**src/rtl/mtrap_pkg.sv**
```systemverilog
package mtrap_pkg;
  localparam int CAUSE_W = 4;

  localparam logic [11:0] CSR_MSTATUS = 12'h300;
  localparam logic [11:0] CSR_MIE     = 12'h304;
  localparam logic [11:0] CSR_MTVEC   = 12'h305;
  localparam logic [11:0] CSR_MEPC    = 12'h341;
  localparam logic [11:0] CSR_MCAUSE  = 12'h342;
  localparam logic [11:0] CSR_MTVAL   = 12'h343;
  localparam logic [11:0] CSR_MIP     = 12'h344;

  localparam int ST_MIE_BIT  = 3;
  localparam int ST_MPIE_BIT = 7;
  localparam int ST_MPP_LO   = 11;
  localparam int IRQ_TIMER   = 7;

  typedef enum logic [1:0] {
    PRIV_U = 2'b00,
    PRIV_M = 2'b11
  } priv_e;

  typedef enum logic [CAUSE_W-1:0] {
    EXC_FETCH_MISALIGN = 4'd0,
    EXC_FETCH_FAULT    = 4'd1,
    EXC_ILLEGAL        = 4'd2,
    EXC_BREAK          = 4'd3,
    EXC_LOAD_MISALIGN  = 4'd4,
    EXC_LOAD_FAULT     = 4'd5,
    EXC_STORE_MISALIGN = 4'd6,
    EXC_STORE_FAULT    = 4'd7,
    EXC_ECALL_U        = 4'd8,
    EXC_ECALL_S        = 4'd9,
    EXC_ECALL_M        = 4'd11,
    EXC_FETCH_PAGE     = 4'd12,
    EXC_LOAD_PAGE      = 4'd13,
    EXC_STORE_PAGE     = 4'd15
  } exc_code_e;
endpackage

```
**src/rtl/mtrap_cause_sel.sv**
```systemverilog
module mtrap_cause_sel
  import mtrap_pkg::*;
#(
  parameter int XLEN = 32
) (
  input  logic               clk_i,
  input  logic               rst_ni,
  input  logic               step_i,
  input  logic               wait_i,
  input  logic               irq_pend_i,
  input  logic [XLEN-1:0]    pc_i,
  input  logic               exc_valid_i,
  input  logic [CAUSE_W-1:0] exc_cause_i,
  input  logic [XLEN-1:0]    exc_tval_i,
  output logic               take_irq_o,
  output logic               take_exc_o,
  output logic [XLEN-1:0]    cause_o,
  output logic [XLEN-1:0]    tval_o
);
  localparam int ALIGN_W = 2;
  localparam logic [XLEN-1:0] IRQ_CAUSE = {1'b1, (XLEN-1)'(IRQ_TIMER)};
  localparam logic [XLEN-1:0] MIS_CAUSE = XLEN'(EXC_FETCH_MISALIGN);

  logic fetch_ok, pc_mis, req_exc;

  assign fetch_ok   = step_i & ~wait_i;
  assign pc_mis     = fetch_ok & (|pc_i[ALIGN_W-1:0]);
  assign req_exc    = fetch_ok & exc_valid_i;
  assign take_irq_o = irq_pend_i & (step_i | wait_i);
  assign take_exc_o = ~take_irq_o & (pc_mis | req_exc);

  // priority: interrupt, fetch alignment, requested exception
  always_comb begin
    cause_o = {{(XLEN-CAUSE_W){1'b0}}, exc_cause_i};
    tval_o  = exc_tval_i;
    if (take_irq_o) begin
      cause_o = IRQ_CAUSE;
      tval_o  = '0;
    end else if (pc_mis) begin
      cause_o = MIS_CAUSE;
      tval_o  = pc_i;
    end
  end

  p_irq_beats_exc_r4: assert property (@(posedge clk_i) disable iff (!rst_ni)
    (irq_pend_i && step_i && exc_valid_i) |-> (take_irq_o && !take_exc_o && cause_o[XLEN-1]));

  p_sleep_blocks_exc_r8: assert property (@(posedge clk_i) disable iff (!rst_ni)
    (wait_i && !irq_pend_i) |-> !(take_irq_o || take_exc_o));
endmodule

```
**src/rtl/mtrap_wait_ctrl.sv**
```systemverilog
module mtrap_wait_ctrl (
  input  logic clk_i,
  input  logic rst_ni,
  input  logic step_i,
  input  logic wfi_req_i,
  input  logic trap_i,
  input  logic irq_i,
  output logic wait_o
);
  logic wait_q, sleep_req;

  assign sleep_req = step_i & wfi_req_i & ~wait_q & ~trap_i;

  always_ff @(posedge clk_i or negedge rst_ni) begin
    if (!rst_ni)        wait_q <= 1'b0;
    else if (irq_i)     wait_q <= 1'b0;
    else if (sleep_req) wait_q <= 1'b1;
  end

  assign wait_o = wait_q;

  p_wfi_sleeps_r8: assert property (@(posedge clk_i) disable iff (!rst_ni)
    (step_i && wfi_req_i && !wait_q && !trap_i) |=> wait_q);

  p_sleep_holds_r8: assert property (@(posedge clk_i) disable iff (!rst_ni)
    (wait_q && !irq_i) |=> wait_q);

  p_irq_wakes_r9: assert property (@(posedge clk_i) disable iff (!rst_ni)
    (wait_q && irq_i) |=> !wait_q);
endmodule

```
**src/rtl/mtrap_csr_regs.sv**
```systemverilog
module mtrap_csr_regs
  import mtrap_pkg::*;
#(
  parameter int              XLEN       = 32,
  parameter logic [XLEN-1:0] RESET_TVEC = '0
) (
  input  logic            clk_i,
  input  logic            rst_ni,
  input  logic            timer_i,
  input  logic            csr_we_i,
  input  logic [11:0]     csr_addr_i,
  input  logic [XLEN-1:0] csr_wdata_i,
  output logic [XLEN-1:0] csr_rdata_o,
  input  logic            trap_i,
  input  logic [XLEN-1:0] cause_i,
  input  logic [XLEN-1:0] tval_i,
  input  logic [XLEN-1:0] pc_i,
  output logic            irq_pend_o,
  output logic [XLEN-1:0] tvec_o
);
  localparam int BASE_LSB = 2;

  logic                     st_mie_q, st_mpie_q, mtie_q, mtip_q;
  logic [XLEN-1:BASE_LSB]   mtvec_q, mepc_q;
  logic [XLEN-1:0]          mcause_q, mtval_q;
  logic                     unused_pc;

  assign unused_pc = ^pc_i[BASE_LSB-1:0];

  always_ff @(posedge clk_i or negedge rst_ni) begin
    if (!rst_ni) begin
      st_mie_q  <= 1'b0;
      st_mpie_q <= 1'b0;
      mtie_q    <= 1'b0;
      mtip_q    <= 1'b0;
      mtvec_q   <= RESET_TVEC[XLEN-1:BASE_LSB];
      mepc_q    <= '0;
      mcause_q  <= '0;
      mtval_q   <= '0;
    end else begin
      mtip_q <= timer_i;
      if (trap_i) begin
        st_mpie_q <= st_mie_q;
        st_mie_q  <= 1'b0;
        mepc_q    <= pc_i[XLEN-1:BASE_LSB];
        mcause_q  <= cause_i;
        mtval_q   <= tval_i;
      end else if (csr_we_i) begin
        unique case (csr_addr_i)
          CSR_MSTATUS: begin
            st_mie_q  <= csr_wdata_i[ST_MIE_BIT];
            st_mpie_q <= csr_wdata_i[ST_MPIE_BIT];
          end
          CSR_MIE:    mtie_q   <= csr_wdata_i[IRQ_TIMER];
          CSR_MTVEC:  mtvec_q  <= csr_wdata_i[XLEN-1:BASE_LSB];
          CSR_MEPC:   mepc_q   <= csr_wdata_i[XLEN-1:BASE_LSB];
          CSR_MCAUSE: mcause_q <= csr_wdata_i;
          CSR_MTVAL:  mtval_q  <= csr_wdata_i;
          default: ;
        endcase
      end
    end
  end

  always_comb begin
    csr_rdata_o = '0;
    unique case (csr_addr_i)
      CSR_MSTATUS: begin
        csr_rdata_o[ST_MIE_BIT]               = st_mie_q;
        csr_rdata_o[ST_MPIE_BIT]              = st_mpie_q;
        csr_rdata_o[ST_MPP_LO+1:ST_MPP_LO]    = PRIV_M;
      end
      CSR_MIE:    csr_rdata_o[IRQ_TIMER] = mtie_q;
      CSR_MIP:    csr_rdata_o[IRQ_TIMER] = mtip_q;
      CSR_MTVEC:  csr_rdata_o = {mtvec_q, {BASE_LSB{1'b0}}};
      CSR_MEPC:   csr_rdata_o = {mepc_q, {BASE_LSB{1'b0}}};
      CSR_MCAUSE: csr_rdata_o = mcause_q;
      CSR_MTVAL:  csr_rdata_o = mtval_q;
      default: ;
    endcase
  end

  assign irq_pend_o = mtip_q & mtie_q & st_mie_q;
  assign tvec_o     = {mtvec_q, {BASE_LSB{1'b0}}};

  p_trap_stacks_mie_r7: assert property (@(posedge clk_i) disable iff (!rst_ni)
    trap_i |=> (!st_mie_q && st_mpie_q == $past(st_mie_q)
                && mepc_q == $past(pc_i[XLEN-1:BASE_LSB])));

  p_irq_record_r3: assert property (@(posedge clk_i) disable iff (!rst_ni)
    (trap_i && cause_i[XLEN-1]) |=> (mcause_q == $past(cause_i) && mtval_q == '0));

  p_mip_tracks_timer_r10: assert property (@(posedge clk_i) disable iff (!rst_ni)
    1'b1 |=> (mtip_q == $past(timer_i)));

  p_trap_drops_write_r12: assert property (@(posedge clk_i) disable iff (!rst_ni)
    (trap_i && csr_we_i) |=> $stable(mtvec_q));
endmodule

```
**src/rtl/mtrap_ctrl.sv**
```systemverilog
module mtrap_ctrl
  import mtrap_pkg::*;
#(
  parameter int              XLEN       = 32,
  parameter logic [XLEN-1:0] RESET_TVEC = '0
) (
  input  logic               clk_i,
  input  logic               rst_ni,
  input  logic               step_i,
  input  logic [XLEN-1:0]    pc_i,
  input  logic               exc_valid_i,
  input  logic [CAUSE_W-1:0] exc_cause_i,
  input  logic [XLEN-1:0]    exc_tval_i,
  input  logic               wfi_req_i,
  input  logic               timer_irq_i,
  input  logic               csr_we_i,
  input  logic [11:0]        csr_addr_i,
  input  logic [XLEN-1:0]    csr_wdata_i,
  output logic [XLEN-1:0]    csr_rdata_o,
  output logic               trap_o,
  output logic [XLEN-1:0]    redirect_pc_o,
  output logic               stall_o
);
  logic            irq_pend, wait_q, take_irq, take_exc, trap;
  logic [XLEN-1:0] cause, tval, tvec;

  assign trap = take_irq | take_exc;

  mtrap_cause_sel #(.XLEN(XLEN)) u_cause_sel (
    .clk_i       (clk_i),
    .rst_ni      (rst_ni),
    .step_i      (step_i),
    .wait_i      (wait_q),
    .irq_pend_i  (irq_pend),
    .pc_i        (pc_i),
    .exc_valid_i (exc_valid_i),
    .exc_cause_i (exc_cause_i),
    .exc_tval_i  (exc_tval_i),
    .take_irq_o  (take_irq),
    .take_exc_o  (take_exc),
    .cause_o     (cause),
    .tval_o      (tval)
  );

  mtrap_wait_ctrl u_wait_ctrl (
    .clk_i     (clk_i),
    .rst_ni    (rst_ni),
    .step_i    (step_i),
    .wfi_req_i (wfi_req_i),
    .trap_i    (trap),
    .irq_i     (take_irq),
    .wait_o    (wait_q)
  );

  mtrap_csr_regs #(.XLEN(XLEN), .RESET_TVEC(RESET_TVEC)) u_csr_regs (
    .clk_i       (clk_i),
    .rst_ni      (rst_ni),
    .timer_i     (timer_irq_i),
    .csr_we_i    (csr_we_i),
    .csr_addr_i  (csr_addr_i),
    .csr_wdata_i (csr_wdata_i),
    .csr_rdata_o (csr_rdata_o),
    .trap_i      (trap),
    .cause_i     (cause),
    .tval_i      (tval),
    .pc_i        (pc_i),
    .irq_pend_o  (irq_pend),
    .tvec_o      (tvec)
  );

  assign trap_o        = trap;
  assign redirect_pc_o = tvec;
  assign stall_o       = wait_q;
endmodule

```
**config.mk**
```make
export PLATFORM = sky130hd
export DESIGN_NAME = mtrap_ctrl
export DESIGN_NICKNAME = d
export VERILOG_FILES = /design/src/rtl/mtrap_pkg.sv /design/src/rtl/mtrap_cause_sel.sv /design/src/rtl/mtrap_wait_ctrl.sv /design/src/rtl/mtrap_csr_regs.sv /design/src/rtl/mtrap_ctrl.sv
export SDC_FILE = /design/constraint.sdc
export NUM_CORES = 1
export LEC_CHECK = 0
export BUFFER_PORTS_ARGS = -buffer_cell sky130_fd_sc_hd__buf_2
export CAP_MARGIN = 30
export CORE_ASPECT_RATIO = 0.8
export CORE_MARGIN = 2
export CORE_UTILIZATION = 54
export DETAILED_ROUTE_END_ITERATION = 8
export PLACE_DENSITY = 0.81
export SLEW_MARGIN = 20
export SYNTH_ARGS = -nofsm -noshare
export SYNTH_HDL_FRONTEND = slang
export SYNTH_SLANG_ARGS = --single-unit
```
**constraint.sdc**
```tcl
create_clock -name clk_i -period 2.1 [get_ports clk_i]
set_input_delay 0.21 -clock clk_i [delete_from_list [all_inputs] [get_ports clk_i]]
set_output_delay 0.21 -clock clk_i [all_outputs]
set_load 0.01 [all_outputs]
```
==> metrics.yaml <==
outcome: "complete, no violations"
p_leak_nw: 4.478
cts_tree: "done"
synth.avg_cell_area_um2: 9.362
placed_cells: 1120
via_count: 7665
numClockSinks: 129
setup.worst_path.end_class: "output port"
antenna_found_initial: 2
crit_top_cell: "buf_2"
insertion_delay_ns: 0.41
synthCells: 782
grt_max_degree: 74
cap_violations: 0
skew_ns: 0.005566
startpoint_type: "input port"
io_buffer_count: 182
syn_to_final_growth_pct: 27.72
netlist_area_um2: 7321
nFillCells: 1063
multi_input_area_um2: 3724
seqCellArea_um2: 3228
synth-edff-count: 0
core_um2: 13410
fin_area_um2: 9350
max_freq_mhz: 485.2
start_util_pct: 54.60
globalRouteOverflowTotal: 0
clockRootBuffer: "clkbuf_16"
cp.arrival_ns: 1.85
clk_path_buf_depth: 2
drt_first_pass_iters: 6
hold_class: "in2reg"
instances_no_fill: 1156
vias_per_cell: 6.631
finalWirelength_mm: 25.09
drive_above_1_share_pct: 32.48
period_minus_slack_ns: 2.061
ctsHtreeMaxLevel: 4
drc: 0
row_count: 38
routedWlPerCell_um: 21.70
power_density_nw_per_um2: 833.9
ys_seq_elements: 129
grt_use_total_pct: 34.57
slew_violations: 0
setup_viol: 0
die_w_um: 134.2
numCtsBuffers: 17
finalHoldViolations: 0
cpPeakStageDelay_ns: 0.60
ys.flop_type: "dfrtp_1"
nets: 1083
path_buf_inv: 4
yosys_warnings: 0
grt_pass1_vias: 7423
worst_ep_required_time_ns: 1.89
layout_commonest_cell: "buf_2"
post_dp_cell_area_um2: 8708
final_cell_mix: "buf_2, dfrtp_1, nand2_1"
rsz0062_at_grt: "false"
fin_hold_ws_ns: 0.05496
die_y_um: 108.1
crit_fanout: 11
path_clk_slew_ns: 0.05
drt-initial-drc-count: 908
antenna_cells: 0
dp_hpwl_mm: 16.79
crit_slowest_cell: "or4_4"
seq_area_frac_synth_pct: 44.10
async_flop_share_pct: 100.0
drtAntennaViolNets: 0
gp_congestion: 0.8892
grt_pass1_wl_mm: 38.98
critical-path-top-delay-family: "simple AND/OR/NAND/NOR gates"
yosysUniqueCellTypes: 48
num_io_pins: 185
crit_type: "in2out"
die_area_um2: 14510
worstPathCellList: "buf_2, or4_4, nor4_4, buf_6, buf_12, a221o_1, buf_2"
layout_worst_path_cycle_share_pct: 98.14
ir_drop_mv: 0.6408
## worst register-to-register path, delay by kind of cell (launching register included)
kind / cells / cell delay, ns
flip-flops: 1 / 0.43
AO/OA/AOI/OAI: 2 / 0.52
multiplexers: 1 / 0.37
AND/OR/NAND/NOR: 1 / 0.32
buffers and inverters: 1 / 0.09
## kinds of logic (layout without fill, tap and decap cells)
family,after synthesis,count (layout),share of synthesized area [%]
multiplexers,63,63,9.161
AND/OR/NAND/NOR,267,267,16.95
other,1,2,0.05122
AO/OA/AOI/OAI,232,232,24.17
buffers and inverters,90,283,5.572
flip-flops,129,129,44.10
## flip-flops by register name, summed over array words and instances (netlist names)
| name | flops |
|---|---|
| u_csr_regs.mtval_q | 32 |
| u_csr_regs.mtip_q | 1 |
| u_csr_regs.mcause_q | 32 |
| u_csr_regs.mtvec_q | 30 |
| u_csr_regs.st_mie_q | 1 |
| u_csr_regs.mtie_q | 1 |
| u_wait_ctrl.wait_o | 1 |
| u_csr_regs.mepc_q | 30 |
| u_csr_regs.st_mpie_q | 1 |
## path summary, 6_finish.rpt
check / startpoint / to / slack [ns] / cells past startpoint
hold / removal: pc_i[13] / u_csr_regs.mepc_q[13] / 0.05 / 3
setup reg to reg: u_wait_ctrl.wait_o / u_csr_regs.mtie_q / 0.25 / 5
setup / recovery: csr_addr_i[11] / csr_rdata_o[11] / 0.04 / 7
hold reg to reg: u_csr_regs.mtvec_q[31] / u_csr_regs.mtvec_q[31] / 0.52 / 1
max in group asynchronous: rst_ni / u_csr_regs.mcause_q[21] / 1.38 / 3
min in group asynchronous: rst_ni / u_csr_regs.mtvec_q[28] / 0.33 / 3
## layout make-up
class,instances,area share (%)
Multi-Input combinational cell,564,39.82
Sequential cell,129,34.52
Timing Repair Buffer,249,17.21
Clock buffer,20,4.670
Tap cell,180,2.409
Clock inverter,11,1.244
Inverter,3,0.1204
## through the flow
| stage | util (%) | TNS, ns | power, mW | worst slack, ns |
|---|---|---|---|---|
| after detailed placement | 64.95 | -12.27 | 4.914 | -0.1933 |
| final | 69.74 | 0 | 7.797 | 0.03904 |
| after global placement | 64.95 | -10.65 | 4.842 | -0.2043 |
| after CTS | 69.33 | 0 | 7.750 | 0.02396 |
| after global routing | 69.74 | 0 | 8.130 | 0.003983 |
| after floorplan | - | 0 | 4.344 | 0.1212 |
## repair_timing
item	4_1_cts	5_1_grt
cloned	0	1
hold buffers	2	0
setup endpoints to repair	31	29
setup buffers	0	2
gates resized for setup	4	4
endpoints found under the hold margin	130	0
## per-layer routing
layer	routed length, um	part of all wire [%]	GRT usage [%]	vias to the layer above
li1	-	-	-	3308
met1	10220	41	48.39	3685
met2	11150	44	51.71	585
met3	3017	12	9.001	85
met4	687	2.7	13.53	2
met5	17	0.068	0	-
## synth_stat cells (14+ instances only)
cell	number	area share, %
a31oi_1	37	3.2
a21oi_1	62	4.2
and3_1	30	2.6
nand2_1	127	6.5
nand3_1	14	0.96
mux2_2	27	4.2
a211oi_1	29	3.0
nor2_1	62	3.2
a311oi_1	30	3.6
clkbuf_1	61	3.1
dfrtp_1	129	44
mux2i_1	31	4.2
o41a_1	30	4.6
a221o_1	30	4.1
## report_power, final
group / leakage, nW / switching, mW / internal (mW)
logic: 2.62 / 0.822 / 0.791
registers: 1.60 / 0.323 / 3.02
clock network: 0.265 / 1.11 / 1.73
No activity file was read; power rests on OpenSTA's default activity.
